[src/rtl/ltf_pkg.sv]
`timescale 1ns/1ps
package ltf_pkg;
  localparam int unsigned BYTE_W = 8;

  typedef logic [BYTE_W-1:0] byte_t;

  typedef enum logic {
    SER_IDLE = 1'b0,
    SER_SEND = 1'b1
  } ser_state_e;

  function automatic int unsigned width_of(input int unsigned count);
    return (count <= 1) ? 1 : $clog2(count);
  endfunction
endpackage

[src/rtl/ltf_tick_gen.sv]
`timescale 1ns/1ps
module ltf_tick_gen #(
  parameter int unsigned DIV_W = 16
) (
  input  logic             clk,
  input  logic             rst_n,
  input  logic [DIV_W-1:0] div_i,
  output logic             tick_o
);
  logic [DIV_W-1:0] cnt_q, cnt_d;
  logic             cnt_en;

  always_comb begin
    cnt_en = 1'b1;
    tick_o = (cnt_q >= div_i);
    cnt_d  = tick_o ? '0 : cnt_q + 1'b1;
  end

  always_ff @(posedge clk or negedge rst_n) begin
    if (!rst_n) begin
      cnt_q <= '0;
    end else if (cnt_en) begin
      cnt_q <= cnt_d;
    end
  end
endmodule

[src/rtl/ltf_core_sel.sv]
`timescale 1ns/1ps
module ltf_core_sel #(
  parameter int unsigned NCORES   = 49,
  parameter int unsigned STATE_W  = 32,
  parameter int unsigned KEEP_LSB = 8,
  parameter int unsigned CNT_W    = 32,
  parameter logic [CNT_W-1:0] N_INIT = '0,
  localparam int unsigned IDX_W   = ltf_pkg::width_of(NCORES),
  localparam int unsigned X_W     = STATE_W - KEEP_LSB
) (
  input  logic                       clk,
  input  logic                       rst_n,
  input  logic                       advance_i,
  input  logic [NCORES*STATE_W-1:0]  core_state_i,
  output logic [IDX_W-1:0]           idx_o,
  output logic [CNT_W-1:0]           n_o,
  output logic [X_W-1:0]             x_o
);
  localparam logic [IDX_W-1:0] IDX_INIT = IDX_W'(N_INIT % CNT_W'(NCORES));
  localparam logic [IDX_W-1:0] IDX_LAST = IDX_W'(NCORES - 1);

  logic [X_W-1:0]   x_slice [NCORES];
  logic [IDX_W-1:0] idx_q, idx_d;
  logic [CNT_W-1:0] n_q, n_d;

  for (genvar k = 0; k < NCORES; k++) begin : g_slice
    assign x_slice[k] = core_state_i[k*STATE_W + KEEP_LSB +: X_W];
  end

  always_comb begin
    idx_d = idx_q;
    n_d   = n_q;
    if (advance_i) begin
      n_d = n_q + 1'b1;
      if (n_q == '1 || idx_q == IDX_LAST) begin
        idx_d = '0;
      end else begin
        idx_d = idx_q + 1'b1;
      end
    end
  end

  always_ff @(posedge clk or negedge rst_n) begin
    if (!rst_n) begin
      idx_q <= IDX_INIT;
      n_q   <= N_INIT;
    end else if (advance_i) begin
      idx_q <= idx_d;
      n_q   <= n_d;
    end
  end

  assign idx_o = idx_q;
  assign n_o   = n_q;
  assign x_o   = x_slice[idx_q];
endmodule

[src/rtl/ltf_frame_ser.sv]
`timescale 1ns/1ps
module ltf_frame_ser #(
  parameter int unsigned FRAME_BYTES = 9,
  parameter int unsigned FREE_W      = 8,
  localparam int unsigned FRAME_W    = FRAME_BYTES * ltf_pkg::BYTE_W,
  localparam int unsigned LEFT_W     = ltf_pkg::width_of(FRAME_BYTES + 1)
) (
  input  logic                 clk,
  input  logic                 rst_n,
  input  logic                 tick_i,
  input  logic [FREE_W-1:0]    free_i,
  input  logic [FRAME_W-1:0]   payload_i,
  output logic                 start_o,
  output logic                 wr_en_o,
  output ltf_pkg::byte_t       data_o
);
  import ltf_pkg::*;

  ser_state_e        state_q, state_d;
  logic [FRAME_W-1:0] sh_q, sh_d;
  logic [LEFT_W-1:0]  left_q, left_d;
  logic               pend_q, pend_d;
  logic               want, room, sh_en;

  always_comb begin
    want    = pend_q | tick_i;
    room    = (free_i >= FREE_W'(FRAME_BYTES));
    start_o = want && (state_q == SER_IDLE) && room;
    pend_d  = want && !start_o;
    state_d = state_q;
    sh_d    = sh_q;
    left_d  = left_q;
    unique case (state_q)
      SER_IDLE: begin
        if (start_o) begin
          sh_d    = payload_i;
          left_d  = LEFT_W'(FRAME_BYTES);
          state_d = SER_SEND;
        end
      end
      SER_SEND: begin
        sh_d   = sh_q << BYTE_W;
        left_d = left_q - 1'b1;
        if (left_q == LEFT_W'(1)) begin
          state_d = SER_IDLE;
        end
      end
      default: state_d = SER_IDLE;
    endcase
    sh_en = start_o || (state_q == SER_SEND);
  end

  always_ff @(posedge clk or negedge rst_n) begin
    if (!rst_n) begin
      state_q <= SER_IDLE;
      left_q  <= '0;
      pend_q  <= 1'b0;
    end else begin
      state_q <= state_d;
      left_q  <= left_d;
      pend_q  <= pend_d;
    end
  end

  always_ff @(posedge clk or negedge rst_n) begin
    if (!rst_n) begin
      sh_q <= '0;
    end else if (sh_en) begin
      sh_q <= sh_d;
    end
  end

  assign wr_en_o = (state_q == SER_SEND);
  assign data_o  = sh_q[FRAME_W-1 -: BYTE_W];
endmodule

[src/rtl/lattice_tlm_framer.sv]
`timescale 1ns/1ps
module lattice_tlm_framer #(
  parameter int unsigned NCORES   = 49,
  parameter int unsigned STATE_W  = 32,
  parameter int unsigned KEEP_LSB = 8,
  parameter int unsigned CNT_W    = 32,
  parameter int unsigned DIV_W    = 16,
  parameter int unsigned FREE_W   = 8,
  parameter logic [7:0]  SYNC     = 8'hA5,
  parameter logic [CNT_W-1:0] N_INIT = '0,
  localparam int unsigned IDX_W       = ltf_pkg::width_of(NCORES),
  localparam int unsigned X_W         = STATE_W - KEEP_LSB,
  localparam int unsigned N_BYTES     = CNT_W / ltf_pkg::BYTE_W,
  localparam int unsigned X_BYTES     = X_W / ltf_pkg::BYTE_W,
  localparam int unsigned FRAME_BYTES = 2 + N_BYTES + X_BYTES,
  localparam int unsigned FRAME_W     = FRAME_BYTES * ltf_pkg::BYTE_W
) (
  input  logic                      clk,
  input  logic                      rst_n,
  input  logic [DIV_W-1:0]          tick_div_i,
  input  logic [NCORES*STATE_W-1:0] core_state_i,
  input  logic [FREE_W-1:0]         fifo_free_i,
  output logic                      fifo_wr_en_o,
  output logic [7:0]                fifo_wr_data_o
);
  logic [1:0]         rst_pipe_q;
  logic               rst_sync_n;
  logic               tick;
  logic               start;
  logic [IDX_W-1:0]   idx;
  logic [CNT_W-1:0]   n_cnt;
  logic [X_W-1:0]     x_val;
  logic [FRAME_W-1:0] payload;

  always_ff @(posedge clk or negedge rst_n) begin
    if (!rst_n) begin
      rst_pipe_q <= '0;
    end else begin
      rst_pipe_q <= {rst_pipe_q[0], 1'b1};
    end
  end
  assign rst_sync_n = rst_pipe_q[1];

  ltf_tick_gen #(.DIV_W(DIV_W)) u_tick (
    .clk    (clk),
    .rst_n  (rst_sync_n),
    .div_i  (tick_div_i),
    .tick_o (tick)
  );

  ltf_core_sel #(
    .NCORES   (NCORES),
    .STATE_W  (STATE_W),
    .KEEP_LSB (KEEP_LSB),
    .CNT_W    (CNT_W),
    .N_INIT   (N_INIT)
  ) u_sel (
    .clk          (clk),
    .rst_n        (rst_sync_n),
    .advance_i    (start),
    .core_state_i (core_state_i),
    .idx_o        (idx),
    .n_o          (n_cnt),
    .x_o          (x_val)
  );

  assign payload = {SYNC, 8'(idx), n_cnt, x_val};

  ltf_frame_ser #(
    .FRAME_BYTES (FRAME_BYTES),
    .FREE_W      (FREE_W)
  ) u_ser (
    .clk       (clk),
    .rst_n     (rst_sync_n),
    .tick_i    (tick),
    .free_i    (fifo_free_i),
    .payload_i (payload),
    .start_o   (start),
    .wr_en_o   (fifo_wr_en_o),
    .data_o    (fifo_wr_data_o)
  );
endmodule

[config.mk]
export PLATFORM = sky130hd
export DESIGN_NAME = lattice_tlm_framer
export DESIGN_NICKNAME = d
export VERILOG_FILES = /design/src/rtl/ltf_pkg.sv /design/src/rtl/ltf_tick_gen.sv /design/src/rtl/ltf_core_sel.sv /design/src/rtl/ltf_frame_ser.sv /design/src/rtl/lattice_tlm_framer.sv
export SDC_FILE = /design/constraint.sdc
export NUM_CORES = 1
export LEC_CHECK = 0
export BUFFER_PORTS_ARGS = -buffer_cell sky130_fd_sc_hd__buf_4
export CORE_AREA = 2 2 625 627
export DETAILED_ROUTE_END_ITERATION = 6
export DIE_AREA = 0 0 627 629
export PLACE_DENSITY = 0.3
export SLEW_MARGIN = 0
export SYNTH_ARGS = -nofsm -noshare
export SYNTH_HDL_FRONTEND = slang
export SYNTH_SLANG_ARGS = --single-unit
[constraint.sdc]
create_clock -name clk -period 5.45 [get_ports clk]
set_clock_uncertainty 0.05 [all_clocks]
set_input_delay 0.2725 -clock clk [delete_from_list [all_inputs] [get_ports clk]]
set_output_delay 0.2725 -clock clk [all_outputs]
set_load 0.005 [all_outputs]
=== Word-level counts from Yosys, hierarchy flattened ===
Index checks and enable logic that the tools add are counted.

* Register bits: 134
* Bits of input ports: 1,594
* Output and inout port bits: 9
* Logic and storage cells: 41

* $add $sub $neg: 4
* Magnitude comparators: 3
* Equal/unequal tests: 4
* Multiplexer cells: 12
* Bitwise gates (word level): 3
* Reductions and logical operators: 7

{| class="wikitable"
|+ Operators with widths
! kind !! number
|-
| 24-bit binary-select mux with 6-bit select || 1
|-
| 72-bit one-hot mux with 2 select lines || 1
|-
| 72-bit two-way mux || 1
|-
| 24-bit two-way mux || 2
|-
| 32-bit by 1-bit adder with 32-bit output (second input constant) || 1
|-
| 32-bit equality test (second input constant) || 1
|-
| 16-bit by 1-bit adder with 16-bit output (second input constant) || 1
|-
| 16-bit >= comparator || 1
|-
| 16-bit two-way mux || 1
|-
| 8-bit by 4-bit >= comparator with 1-bit output (second input constant) || 1
|-
| 4-bit one-hot mux with 2 select lines || 1
|-
| 7-bit >= comparator (second input constant) || 1
|-
| 6-bit inverter with 7-bit output || 1
|-
| 6-bit by 1-bit adder with 6-bit output (second input constant) || 1
|-
| 6-bit equality test (second input constant) || 1
|-
| 6-bit two-way mux || 1
|-
| 4-bit by 1-bit equality test with 1-bit output (second input constant) || 1
|-
| 4-bit two-way mux || 1
|-
| 4-bit by 1-bit subtractor with 4-bit output (second input constant) || 1
|-
| 1-bit logical AND || 3
|-
| 1-bit logical OR || 2
|-
| 1-bit two-way mux || 2
|-
| 2-bit inequality test (second input constant) || 1
|-
| 1-bit one-hot mux with 2 select lines || 1
|-
| 4 further kinds || 4
|}

=== Logic depth before layout (Yosys ltp) ===
Gate-level depths: netlist of run 1.

* Depth after elaboration: 6
* Mapped depth: 11
* Mapped depth without buffers: 8

=== Cells and area by module ===
A second synthesis of run 1 with hierarchy kept.

* Cells, all modules: 1,444
* Area, all modules: 15,852.7 um^2

{| class="wikitable"
|+ Modules (own cells, without submodules)
! module !! times used !! cells an instance !! area each (um^2) !! sequential area each (um^2)
|-
| ltf_core_sel || 1 || 962 || 11,061.9 || 950.9
|-
| ltf_frame_ser || 1 || 353 || 3,626.0 || 1,951.9
|-
| ltf_tick_gen || 1 || 125 || 1,107.3 || 400.4
|-
| lattice_tlm_framer || 1 || 4 || 57.6 || 50.0
|}

=== Worst setup path before layout of run 1 ===
OpenSTA, ideal clock, no wires.

* Kind: reg2reg
* From: reg u_tick.cnt_q[0]
* To: reg u_ser.sh_q[44]
* Library setup time: 0.064 ns
* Arrival time: 2.288 ns
* Data required time: 5.336 ns
* Slack: 3.049 ns
* Stages on the path, launching flop included: 11
* Path buffers: 2
* Clock period less this slack: 2.401 ns
* Cell sequence: dfrtp_1 > inv_1 > ha_1 > nand2b_1 > a2111o_1 > a32o_1 > o21ai_1 > buf_2 > buf_4 > o22ai_1 > o21ba_2

* Longest elaborated chain between the ends: 6

{| class="wikitable"
|+ Ends and longest elaborated chain
! what !! RTL line !! source
|-
| start: declaration || ltf_tick_gen.sv:10 || <nowiki>logic [DIV_W-1:0] cnt_q, cnt_d;</nowiki>
|-
| start signal: assignment || ltf_tick_gen.sv:23 || <nowiki>cnt_q <= cnt_d;</nowiki>
|-
| 16-bit >= comparator * || ltf_tick_gen.sv:15 || <nowiki>tick_o = (cnt_q >= div_i);</nowiki>
|-
| 1-bit OR * || ltf_frame_ser.sv:26 || <nowiki>want = pend_q | tick_i;</nowiki>
|-
| 1-bit logical AND * (2 in a row) || ltf_frame_ser.sv:28 || <nowiki>start_o = want && (state_q == SER_IDLE) && room;</nowiki>
|-
| 2-bit inequality test (no source line) or 1-bit logical OR (tied branches) || n/a ||
|-
| 2-bit AND reduction (no source line) * || n/a ||
|-
| end signal: assignment || ltf_frame_ser.sv:67 || <nowiki>sh_q <= '0;</nowiki>
|-
| end signal: assignment || ltf_frame_ser.sv:69 || <nowiki>sh_q <= sh_d;</nowiki>
|-
| end: declaration || ltf_frame_ser.sv:20 || <nowiki>logic [FRAME_W-1:0] sh_q, sh_d;</nowiki>
|}

Every way passes the cells marked *; elsewhere a longest branch is shown, timed or not.
A chain may end at the register's enable or synchronous reset.

=== Final worst setup path of run 1 ===
* From: reg u_sel.idx_q[1] (netlist: u_sel.idx_o[1])
* To: reg u_ser.sh_q[15]

* Longest elaborated chain between the ends: 6

{| class="wikitable"
|+ Ends and longest elaborated chain
! what !! RTL line !! source
|-
| start: declaration || ltf_core_sel.sv:23 || <nowiki>logic [IDX_W-1:0] idx_q, idx_d;</nowiki>
|-
| start signal: assignment || ltf_core_sel.sv:48 || <nowiki>idx_q <= idx_d;</nowiki>
|-
| 6-bit inverter with 7-bit output (implied by the code) || ltf_core_sel.sv:55 || <nowiki>assign x_o = x_slice[idx_q];</nowiki>
|-
| 24-bit binary-select mux with 6-bit select || ltf_core_sel.sv:55 ||
|-
| 24-bit two-way mux (implied by the code) (2 in a row) || ltf_core_sel.sv:55 ||
|-
| 72-bit two-way mux || ltf_frame_ser.sv:35 || <nowiki>if (start_o) begin</nowiki>
|-
| 72-bit one-hot mux with 2 select lines || ltf_frame_ser.sv:33 || <nowiki>unique case (state_q)</nowiki>
|}

No other way between the ends. The select of a mux whose other input is x is not followed.

==> key figures, run 1 <==
STA
  – Fmax: 227 MHz
  – Setup tns final: 0 ps
  – Worst-Margin Slew: 1240 ps
  – Final Hold Fails: 0
  – Tcrit/Tclk final: 80.8%
  – RSZ-0062 raised after global routing: false
  – Period minus WS final: 4400 ps
  – Worst slew margin: 14.7%
  – Setup violators final: 0
  – Final Slew Violations: 0

Detailed routing
  – WL/cell: 27.3 um
  – Vias/cell: 2.44
  – Initial DRC count: 993
  – Drt pass-1 iters: 5
  – DRC Markers: 0
  – Via Count: 19.2k
  – Final wirelength: 215 mm
  – Final ANT Viol Nets: 0

Job
  – Maxcap violations: 0

Power
  – Leakage power: 0.0123 uW
  – Pwr dens: 434 mW/mm2
  – Max VDD drop: 0.371 mV

Logic synthesis
  – Netlist Area Pre-Place: 0.0160 mm2
  – Unique masters post-synth: 71
  – Post-Synth XOR/XNOR Area: 2.57%
  – Post-synthesis cell count: 1,436
  – FFs w/ async S/R, synth: 100%
  – Multiplexer area fraction after synthesis: 43.7%
  – Seq/Total Area, Yosys: 20.9%
  – EDFF count, synth: 0
  – YS warnings: 0
  – Synth Area in Simple Gates: 10.6%
  – Adder-Cell Fraction of Synth Area: 1.72%
  – FF+latch count, synth: 134
  – Synth Flop Type: dfrtp_1
  – Syn Nets: 3,052
  – Compound-Gate Fraction of Synth Area: 13.7%
  – Post-Syn Area per Cell: 11.2 um2
  – Largest family of logic cells by synthesized area: multiplexers

Min path
  – Worst min path class: input port to async pin

Setup path
  – Delay-heaviest family, CP: compound AO/OA/AOI/OAI gates
  – CP max FO: 32
  – Slowest CP cell: dfrtp_4
  – CP cell instances: buf_4 -> nand3_2 -> buf_4 -> o221ai_1 -> a211oi_1 -> a2111oi_2 -> buf_4 -> nor4_1 -> o31ai_1
  – Worst Path Buf+Inv: 3
  – Slowest cell delay on critical path: 1080 ps
  – Crit path DAT: 4730 ps
  – WS Path Type: flop to flop
  – Worst EP required: 5770 ps
  – Worst setup EP type: flop
  – Cell mode on critical path: buf_4
  – Startpoint type of the worst setup path: flop

Floorplanning
  – Chip width: 627 um
  – Die height: 629 um
  – Die area: 0.394 mm2
  – Num rows: 229
  – IO Pins: 1,603
  – Core area: 0.388 mm2
  – Initial Util: 4.14%

Final layout
  – P&R area growth vs syn: 102%
  – Final cell count without fillers: 7,865
  – Nets: 4,232
  – Layout cells sized above 1: 64.1%

Placement
  – GP Congestion: 0.910
  – Detail Placement HPWL: 194 mm
  – Placed insts: 7,793
  – IO buf count: 1,210

CTS
  – Post-CTS sizing: 0
  – Clock latency on the worst-skew pair: 460 ps
  – H-tree depth: 4
  – Cts bufs inserted: 17
  – Clock sinks: 134
  – Clock root buffer master: clkbuf_16
  – Clock buffer depth: 2
  – Setup Buffers After CTS: 0
  – TritonCTS clock tree: built
  – CTS clk-pin slew, worst paths: 70 ps

Global route
  – Vias in the first global route: 20.7k
  – Largest net degree at the start of global routing: 133
  – Total GRT Usage: 10.5%
  – Antenna violations before repair: 158
  – Global-route wire length before repair: 259 mm
  – Final global-route overflow total: 0

Outcome
  – Status: finished, final reports clean
## worst reg2reg max path: stages (launching register included)
cell and delay [ps]:
dfrtp_4 1080, buf_4 670, nand3_2 130, buf_4 220, o221ai_1 970, a211oi_1 220
a2111oi_2 410, buf_4 250, nor4_1 80, o31ai_1 250
## timing repair
action	in CTS	in global routing
setup endpoints to repair	0	0
hold buffers	1	0
hold endpoints to repair	2	0
## final cells by class
cell class,count,area (um2)
Fill cell,45100,355000
Multi-Input combinational cell,1110,11700
Timing Repair Buffer,1310,9980
Tap cell,5197,6500
Sequential cell,134,3380
Clock buffer,18,429
Clock inverter,14,174
Inverter,43,166
Antenna cell,39,97.6
## registers in the layout, summed over array words and instances, names as in the netlist
name and count:
rst_pipe_q 2, u_ser.pend_q 1, u_tick.cnt_q 16, u_sel.idx_o 6, u_ser.wr_en_o 1, u_sel.n_o 32
u_ser.sh_q 72, u_ser.left_q 4
## layout by cell type, fill, tap and decap left out, drive strengths merged, types with 17 or more instances in the layout
master / n
nand3: 30
a221oi: 29
mux4: 259
inv: 46
mux2: 26
nand2: 143
o21ai: 47
ha: 22
xnor2: 22
o31ai: 17
a22oi: 20
diode: 39
buf: 1309
dfrtp: 134
clkbuf: 18
xor2: 25
o22ai: 38
o21ba: 17
nand4: 30
nor2: 67
a21oi: 35
nor3: 34
mux2i: 89
## cell families (layout without fill, tap and decap cells)
family | count (synthesis) | in the layout
AOI/OAI and AO/OA | 303 | 303
xor gates and xnor gates | 47 | 47
adders and majority gates | 22 | 22
buffers and inverters | 192 | 1385
DFF | 134 | 134
muxes | 374 | 374
other | 1 | 40
and+or+nand+nor | 363 | 363
## report_power, final
group	switching (uW)	internal (uW)
clock	517	725
combinational	6670	4190
sequential	625	1360
## Yosys cell counts (7+ instances only)
master    count  area, um2
mux2_2       26        293
a211oi_1     10       75.1
o31ai_1      17        128
o221ai_1     13        114
a22oi_1      20        150
a221oi_1     29        254
xnor2_1      22        193
a21oi_1      35        175
nor2b_1       7       43.8
o21ai_1       7       35.0
nand2b_1      8       50.1
a31oi_1      13       81.3
a22o_1        7       61.3
o21ba_2      17        170
a32oi_1       7       61.3
buf_4        24        180
mux4_2      259       5830
nand2_1     143        537
and3_1       13       81.3
nor2_1       66        248
nand4_1      30        188
o21ai_0      40        200
buf_6        20        225
mux2i_1      89        891
xor2_1       25        219
buf_2        40        200
o22ai_1      38        238
nand3_1      30        150
inv_1        40        150
nor3_1       33        165
nor4_1       13       81.3
dfrtp_1     134       3350
clkbuf_1     56        210
ha_1         22        275
## stage by stage
stage	power (uW)	hold slack [ps]	util (%)	cell area [um2]	setup slack [ps]
after floorplan	7140	-73.1	-	16000	1390
after global placement	13700	6.20	8.19	31700	1100
after detailed placement	13700	7.43	8.19	31800	1110
after CTS	15000	65.5	8.35	32400	1090
after global routing	15200	85.0	8.36	32400	1040
final	14100	94.7	8.38	32500	1050
## worst paths after layout
check	cells after the start	from	slack, ps	end
worst max-delay path	9	u_sel.idx_o[1]$_DFFE_PN0P_	1050	u_ser.sh_q[15]$_DFFE_PN0P_
worst min-delay path	2	rst_n	90	rst_pipe_q[1]$_DFF_PN0_
worst max register to register	9	u_sel.idx_o[1]$_DFFE_PN0P_	1050	u_ser.sh_q[15]$_DFFE_PN0P_
worst min register to register	0	rst_pipe_q[0]$_DFF_PN0_	300	rst_pipe_q[1]$_DFF_PN0_
max in group asynchronous	1	rst_pipe_q[1]$_DFF_PN0_	4090	u_ser.wr_en_o$_DFF_PN0_
min in group clk	3	core_state_i[1565]	150	u_ser.sh_q[21]$_DFFE_PN0P_
## per-layer routing
| layer | GRT usage (%) | share of wire, % |
|---|---|---|
| met2 | 19.6 | 52 |
| met1 | 12.5 | 40 |
| met4 | 1.49 | 1.9 |
| met5 | 0 | 0.088 |
| met3 | 1.92 | 5.5 |
Power figures use the tool's default switching activity.
==> run 2, diff against run 1 <==
--- a/config.mk
+++ b/config.mk
@@ -5,11 +5,12 @@
 export SDC_FILE = /design/constraint.sdc
 export NUM_CORES = 1
 export LEC_CHECK = 0
+export ABC_AREA = 1
 export BUFFER_PORTS_ARGS = -buffer_cell sky130_fd_sc_hd__buf_4
-export CORE_AREA = 2 2 625 627
+export CORE_AREA = 2 2 628 630
 export DETAILED_ROUTE_END_ITERATION = 6
-export DIE_AREA = 0 0 627 629
-export PLACE_DENSITY = 0.3
+export DIE_AREA = 0 0 630 632
+export PLACE_DENSITY = 0.31
 export SLEW_MARGIN = 0
 export SYNTH_ARGS = -nofsm -noshare
 export SYNTH_HDL_FRONTEND = slang
==> constraint.sdc (replaced) <==
create_clock -name clk -period 4.43 [get_ports clk]
set_clock_uncertainty 0.05 [all_clocks]
set_input_delay 0.2215 -clock clk [delete_from_list [all_inputs] [get_ports clk]]
set_output_delay 0.2215 -clock clk [all_outputs]
set_load 0.005 [all_outputs]
==> key figures, run 2 <==
Outcome
  – Status: finished, final reports clean (unchanged)

Logic synthesis
  – FFs w/ async S/R, synth: 100% (unchanged)
  – Synth area leader: nand2_1 (was mux4_2)
  – EDFF count, synth: 0 (unchanged)
  – Synth Area in Simple Gates: 50.9% (was 10.6%)
  – Multiplexer area fraction after synthesis: 0% (was 43.7%)
  – Leading post-synthesis cells by cell area: nand2_1 (28%), dfrtp_1 (17%), nand3_1 (10%) (was mux4_2 (36%), dfrtp_1 (21%), mux2i_1 (5.6%))
  – Post-synthesis cell count: 4,021 (was 1,436)
  – Unique masters post-synth: 36 (was 71)
  – YS warnings: 0 (unchanged)
  – Post-Synth XOR/XNOR Area: 1.65% (was 2.57%)
  – Syn Nets: 5,637 (was 3,052)
  – Top-count cell post-synth: nand2_1 (was mux4_2)
  – Share of the synthesized area in the top cell type: 28.3% (was 36.4%)
  – Post-synth top cells: nand2_1 (1,521), nor2_1 (555), inv_1 (422) (was mux4_2 (259), nand2_1 (143), dfrtp_1 (134))
  – Netlist Area Pre-Place: 0.0202 mm2 (was 0.0160 mm2)
  – Post-Syn Area per Cell: 5.02 um2 (was 11.2 um2)
  – Largest family of logic cells by synthesized area: simple AND/OR/NAND/NOR gates (was multiplexers)
  – Seq/Total Area, Yosys: 16.6% (was 20.9%)
  – Synth Flop Type: dfrtp_1 (unchanged)
  – FF+latch count, synth: 134 (unchanged)
  – Compound-Gate Fraction of Synth Area: 13.9% (was 13.7%)
  – Adder-Cell Fraction of Synth Area: 1.36% (was 1.72%)

Floorplanning
  – Chip width: 630 um (was 627 um)
  – IO Pins: 1,603 (unchanged)
  – Die height: 632 um (was 629 um)
  – Initial Util: 5.15% (was 4.14%)
  – Core area: 0.391 mm2 (was 0.388 mm2)
  – Die area: 0.398 mm2 (was 0.394 mm2)
  – Num rows: 230 (was 229)

Global route
  – Global-route wire length before repair: 305 mm (was 259 mm)
  – Vias in the first global route: 29.9k (was 20.7k)
  – Antenna violations before repair: 135 (was 158)
  – Final global-route overflow total: 0 (unchanged)
  – Largest net degree at the start of global routing: 90 (was 133)
  – Total GRT Usage: 11.7% (was 10.5%)

CTS
  – H-tree depth: 4 (unchanged)
  – Setup Buffers After CTS: 0 (unchanged)
  – Clock root buffer master: clkbuf_16 (unchanged)
  – Clock latency on the worst-skew pair: 480 ps (was 460 ps)
  – Clock buffer depth: 2 (unchanged)
  – CTS clk-pin slew, worst paths: 70 ps (about the same)
  – Cts bufs inserted: 17 (unchanged)
  – Post-CTS sizing: 0 (unchanged)
  – Clock sinks: 134 (unchanged)
  – TritonCTS clock tree: built (unchanged)
  – Hold buffer count at cts: 1 (unchanged)

Final layout
  – Reg with most FFs: u_ser.sh_q (unchanged)
  – Layout cells sized above 1: 27.3% (was 64.1%)
  – Commonest non-fill, non-tap cell in the layout: nand2_1 (was buf_4)
  – Most frequent cells in the layout: nand2_1 (1,520), buf_4 (1,309), nor2_1 (553), inv_1 (420), nand3_1 (418) (was buf_4 (1,297), mux4_2 (259), nand2_1 (143), dfrtp_1 (126), mux2i_1 (84))
  – Max reg flops: 72 (unchanged)
  – Nets: 6,706 (was 4,232)
  – Final Util: 9.27% (was 8.38%)
  – P&R area growth vs syn: 80.0% (was 102%)

STA
  – Final Slew Violations: 0 (unchanged)
  – Final Hold Fails: 0 (unchanged)
  – Tcrit/Tclk final: 79.6% (was 80.8%)
  – Period minus WS final: 3530 ps (was 4400 ps)
  – Worst-Margin Slew: 1020 ps (was 1240 ps)
  – Setup tns final: 0 ps (unchanged)
  – Setup WS post-layout: 903 ps (was 1050 ps)
  – Setup violators final: 0 (unchanged)
  – Fmax: 284 MHz (was 227 MHz)
  – RSZ-0062 raised after global routing: false (unchanged)
  – Worst slew margin: 31.0% (was 14.7%)

Job
  – Maxcap violations: 0 (unchanged)

Power
  – Max VDD drop: 0.361 mV (was 0.371 mV)
  – Leakage power: 0.0175 uW (was 0.0123 uW)
  – Pwr dens: 570 mW/mm2 (was 434 mW/mm2)

Detailed routing
  – Final ANT Viol Nets: 0 (unchanged)
  – DRC Markers: 0 (unchanged)
  – Initial DRC count: 1,323 (was 993)
  – Final wirelength: 243 mm (was 215 mm)
  – WL/cell: 23.4 um (was 27.3 um)
  – Via Count: 29.5k (was 19.2k)
  – Vias/cell: 2.85 (was 2.44)
  – Drt pass-1 iters: 5 (unchanged)

Placement
  – Detail Placement HPWL: 210 mm (was 194 mm)
  – Dpl ws: 674 ps (was 1110 ps)
  – IO buf count: 1,210 (unchanged)
  – GP Congestion: 0.820 (was 0.910)

Setup path
  – Crit path launch: u_sel.idx_o[1]$_DFFE_PN0P_ (unchanged)
  – Crit path DAT: 3900 ps (was 4730 ps)
  – Reg2Reg Setup Slack: 900 ps (was 1050 ps)
  – Worst EP required: 4800 ps (was 5770 ps)
  – CP max FO: 51 (was 32)
  – WS Path Type: flop to flop (unchanged)
  – Worst setup EP type: flop (unchanged)
  – Startpoint type of the worst setup path: flop (unchanged)
  – Worst reg2reg startpoint: u_sel.idx_o[1]$_DFFE_PN0P_ (unchanged)

Min path
  – Worst min path class: input port to async pin (unchanged)
## run 2: cell count changes after synthesis, sizes merged, moves of 29 or more
cell,before,now
inv,42,429
clkbuf,56,105
a221oi,29,0
mux2i,89,0
a21oi,35,104
buf,93,180
mux4,259,0
nand3,30,420
nand2,143,1522
o21ai,47,407
nor2,67,557
## run 2: area by class of cell
cell class              count  area [um2]
inverters                 431        1650
clock buffers              18         439
repair buffers           1335       10300
multi-input cells        3171       13700
fillers                 47000      355000
diodes                     43         108
clock inverters            14         139
well taps                5220        6530
flip-flops and latches    134        3370
## run 2: path summary, 6_finish.rpt
kind / endpoint / cells after the start
worst max-delay path: u_ser.sh_q[4]$_DFFE_PN0P_ / 10
worst min-delay path: rst_pipe_q[1]$_DFF_PN0_ / 2
worst max register to register: u_ser.sh_q[4]$_DFFE_PN0P_ / 10
worst min register to register: rst_pipe_q[1]$_DFF_PN0_ / 0
max in group asynchronous: u_sel.idx_o[0]$_DFFE_PN0P_ / 1
min in group clk: u_ser.sh_q[7]$_DFFE_PN0P_ / 5
## run 2: kinds of logic after synthesis
family	after synthesis
AOI/OAI and AO/OA	551
xor gates and xnor gates	38
adders and majority gates	22
buffers and inverters	716
DFF	134
other	1
and+or+nand+nor	2559
## run 2: critical path, stage by stage, from the launching register on
cell and delay [ps]:
dfrtp_4 660, inv_8 430, buf_4 320, o21ai_0 110
o21ai_0 800, nand2_1 310, nand4_1 200, nand2_1 110
nand2_1 100, nand3_1 110, nand2_1 100
## run 2: layer usage
layer / part of all wire (%) / track usage [%] / wire, um
met3: 5.6 / 2.32 / 13500
met2: 53 / 22.5 / 128000
met5: 0.11 / 0 / 273
met1: 39 / 13.3 / 95700
met4: 2.2 / 2.13 / 5430
## run 2: stage by stage
step / power (uW) / area, um2 / hold WS (ps) / std cells
5_1_grt: 23000 / 36200 / 64.6 / 10300
6_report: 20700 / 36300 / 61.5 / 10400
2_1_floorplan: 10300 / 20200 / -124 / 4021
3_5_place_dp: 20600 / 35600 / -28.6 / 10300
3_3_place_gp: 20700 / 35600 / -28.9 / 10300
4_1_cts: 22100 / 36200 / 34.0 / 10300
## run 2: where the power goes
part           switching, uW  internal, uW  total (uW)
Sequential               459          1670        2130
Clock                    687           799        1490
Combinational          12500          4580       17100
==> run 3, diff against run 2 <==
==> constraint.sdc (replaced) <==
create_clock -name clk -period 3.45 [get_ports clk]
set_clock_uncertainty 0.05 [all_clocks]
set_input_delay 0.1725 -clock clk [delete_from_list [all_inputs] [get_ports clk]]
set_output_delay 0.1725 -clock clk [all_outputs]
set_load 0.005 [all_outputs]
==> key figures, run 3 (same netlist as run 2, synthesis figures left out) <==
Min path
  – Hold Path Stages: 5
  – Worst min path class: input port to flop (was input port to async pin)
  – Hold EP: u_ser.sh_q[7]$_DFFE_PN0P_
  – Hold Startpoint: core_state_i[1551]

STA
  – Tcrit/Tclk final: 89.0% (was 79.6%)
  – Final Hold Fails: 0 (unchanged)
  – Setup violators final: 0 (unchanged)
  – Worst slew margin: 25.1% (was 31.0%)
  – Worst hold slack: 46.7 ps (was 61.5 ps)
  – Fmax: 326 MHz (was 284 MHz)
  – Setup WS post-layout: 379 ps (was 903 ps)
  – Worst-Margin Slew: 1110 ps (was 1020 ps)
  – Setup tns final: 0 ps (unchanged)
  – Period minus WS final: 3070 ps (was 3530 ps)
  – Final Slew Violations: 0 (unchanged)
  – RSZ-0062 raised after global routing: false (unchanged)

Power
  – Internal: 9840 uW (was 7040 uW)
  – Reg power frac: 9.9% (was 10.3%)
  – Pwr dens: 731 mW/mm2 (was 570 mW/mm2)
  – Leakage power: 0.0180 uW (was 0.0175 uW)
  – Switching Share: 63.7% (was 66.0%)
  – P_sw: 17,200 uW (was 13,700 uW)
  – Clock power frac: 7.1% (was 7.2%)
  – Combinational power share: 83.0% (was 82.5%)
  – Max VDD drop: 0.479 mV (was 0.361 mV)

Setup path
  – CP cell instances: buf_12 -> buf_12 -> buf_4 -> nor2_1 -> nor2_1 -> o21ai_0 -> o21ai_1 -> a21oi_1 -> nand2_1 -> nand3_1 -> nand3_1 -> nand2_1 -> nand2_1 (was inv_8 -> buf_4 -> o21ai_0 -> o21ai_0 -> nand2_1 -> nand4_1 -> nand2_1 -> nand2_1 -> nand3_1 -> nand2_1)
  – Worst setup EP type: flop (unchanged)
  – FF-to-FF path depth: 13 (was 10)
  – Worst EP required: 3770 ps (was 4800 ps)
  – Reg-to-reg endpoint: u_ser.sh_q[10]$_DFFE_PN0P_ (was u_ser.sh_q[4]$_DFFE_PN0P_)
  – Reg2Reg Setup Slack: 380 ps (was 900 ps)
  – Startpoint type of the worst setup path: flop (unchanged)
  – CP max FO: 36 (was 51)
  – Slowest cell delay on critical path: 540 ps (was 800 ps)
  – WS Path Type: flop to flop (unchanged)
  – Slowest CP cell: dfrtp_4 (was o21ai_0)
  – Crit path DAT: 3390 ps (was 3900 ps)
  – Cell mode on critical path: nand2_1 (unchanged)
  – Worst reg2reg startpoint: u_sel.idx_o[0]$_DFFE_PN0P_ (was u_sel.idx_o[1]$_DFFE_PN0P_)

Final layout
  – Commonest non-fill, non-tap cell in the layout: nand2_1 (unchanged)
  – Layout cells sized above 1: 28.1% (was 27.3%)
  – Most frequent cells in the layout: nand2_1 (1,520), buf_4 (1,352), nor2_1 (554), inv_1 (420), nand3_1 (418) (was nand2_1 (1,520), buf_4 (1,309), nor2_1 (553), inv_1 (420), nand3_1 (418))
  – Finished Cell Area: 0.0371 mm2 (was 0.0363 mm2)
  – Reg with most FFs: u_ser.sh_q (unchanged)
  – Nets: 6,772 (was 6,706)
  – P&R area growth vs syn: 83.7% (was 80.0%)
  – Max reg flops: 72 (unchanged)
  – Fill cell count: 46.9k (was 47.0k)

Placement
  – Detail Placement HPWL: 208 mm (was 210 mm)
  – Dpl ws: 189 ps (was 674 ps)
  – GP Congestion: 0.810 (was 0.820)
  – IO buf count: 1,210 (unchanged)
  – Placed cell areas: 0.0363 mm2 (was 0.0356 mm2)

Floorplanning
  – IO Pins: 1,603 (unchanged)
  – Die height: 632 um (unchanged)
  – Initial Util: 5.15% (unchanged)
  – Chip width: 630 um (unchanged)
  – Die area: 0.398 mm2 (unchanged)
  – Num rows: 230 (unchanged)
  – Core area: 0.391 mm2 (unchanged)

CTS
  – H-tree depth: 4 (unchanged)
  – Cts bufs inserted: 17 (unchanged)
  – CTS clk-pin slew, worst paths: 70 ps (about the same)
  – Clock sinks: 134 (unchanged)
  – Clock root buffer master: clkbuf_16 (unchanged)
  – Clock latency on the worst-skew pair: 500 ps (was 480 ps)
  – TritonCTS clock tree: built (unchanged)
  – Clock buffer depth: 2 (unchanged)

Global route
  – Total GRT Usage: 11.5% (was 11.7%)
  – Global-route wire length before repair: 301 mm (was 305 mm)
  – Antenna violations before repair: 132 (was 135)
  – Final global-route overflow total: 0 (unchanged)
  – Largest net degree at the start of global routing: 94 (was 90)
  – Vias in the first global route: 30.4k (was 29.9k)

Detailed routing
  – Final ANT Viol Nets: 0 (unchanged)
  – Initial DRC count: 1,380 (was 1,323)
  – Final wirelength: 239 mm (was 243 mm)
  – Vias/cell: 2.84 (was 2.85)
  – Via Count: 29.6k (was 29.5k)
  – Drt pass-1 iters: 5 (unchanged)
  – WL/cell: 22.9 um (was 23.4 um)
  – DRC Markers: 0 (unchanged)

Outcome
  – Status: finished, final reports clean (unchanged)

Job
  – Maxcap violations: 0 (unchanged)
run 3: cell count changes in the layout (fill, tap and decap cells not counted), sizes merged:
cell	delta
buf	+62
bufinv	+1
clkbuf	+1
clkinv	+1
clkinvlp	-1
diode	+6
dlygate4sd3	+4
inv	-2
run 3: power by group through the flow:
| stage | Clock, uW | Sequential, uW | Combinational, uW |
|---|---|---|---|
| 6_report | 1930 | 2680 | 22500 |
| 5_1_grt | 2070 | 2760 | 25200 |
| 4_1_cts | 2020 | 2690 | 24200 |
| 3_5_place_dp | 0 | 2720 | 24100 |
| 3_3_place_gp | 0 | 2720 | 24300 |
| 2_1_floorplan | 0 | 2480 | 10700 |
run 3: stage by stage:
stage,util (%),std cells,power (uW)
after global placement,9.28,10400,27000
after CTS,9.44,10400,28900
after detailed placement,9.28,10400,26800
after floorplan,-,4021,13200
after global routing,9.46,10400,30100
final,9.47,10400,27100
run 3: worst max path at each step:
stage                                          start                         end  slack, ps  cells past startpoint
final                     u_sel.idx_o[0]$_DFFE_PN0P_  u_ser.sh_q[10]$_DFFE_PN0P_        380                     13
after global routing      u_sel.idx_o[1]$_DFFE_PN0P_   u_ser.sh_q[7]$_DFFE_PN0P_        140                     13
after CTS                 u_sel.idx_o[1]$_DFFE_PN0P_   u_ser.sh_q[7]$_DFFE_PN0P_        180                     13
after detailed placement  u_sel.idx_o[1]$_DFFE_PN0P_   u_ser.sh_q[7]$_DFFE_PN0P_        190                     13
after global placement    u_sel.idx_o[1]$_DFFE_PN0P_   u_ser.sh_q[7]$_DFFE_PN0P_        210                     13
after floorplan              rst_pipe_q[1]$_DFF_PN0_  u_sel.idx_o[0]$_DFFE_PN0P_       1170                      0
run 3: cell type report:
type | instances | area (um2) | share of cell area (%)
sequential | 134 | 3370 | 9.09
clock inverter | 13 | 146 | 0.395
timing repair buffer | 1401 | 11100 | 29.9
inverter | 431 | 1650 | 4.45
tap | 5220 | 6530 | 17.6
antenna | 49 | 123 | 0.331
clock buffer | 19 | 433 | 1.17
multi-input combinational | 3171 | 13700 | 37.0
run 3: critical path, delay by kind of cell (launching register included):
kind / cells / cell delay (ps)
buffers and inverters: 3 / 630
DFF: 1 / 540
and+or+nand+nor: 7 / 670
AOI/OAI and AO/OA: 3 / 1000
run 3: per-layer routing:
metal / wire length, um / global-route usage (%)
met1: 97100 / 13.3
met2: 126000 / 21.9
met3: 10800 / 1.96
met4: 5080 / 2.41
met5: 172 / 0
run 3: repair_timing:
action | in CTS | in global routing
endpoints found under the hold margin | 5 | 0
gates resized for setup | 0 | 0
hold buffers | 5 | 0
buffers inserted | 0 | 0
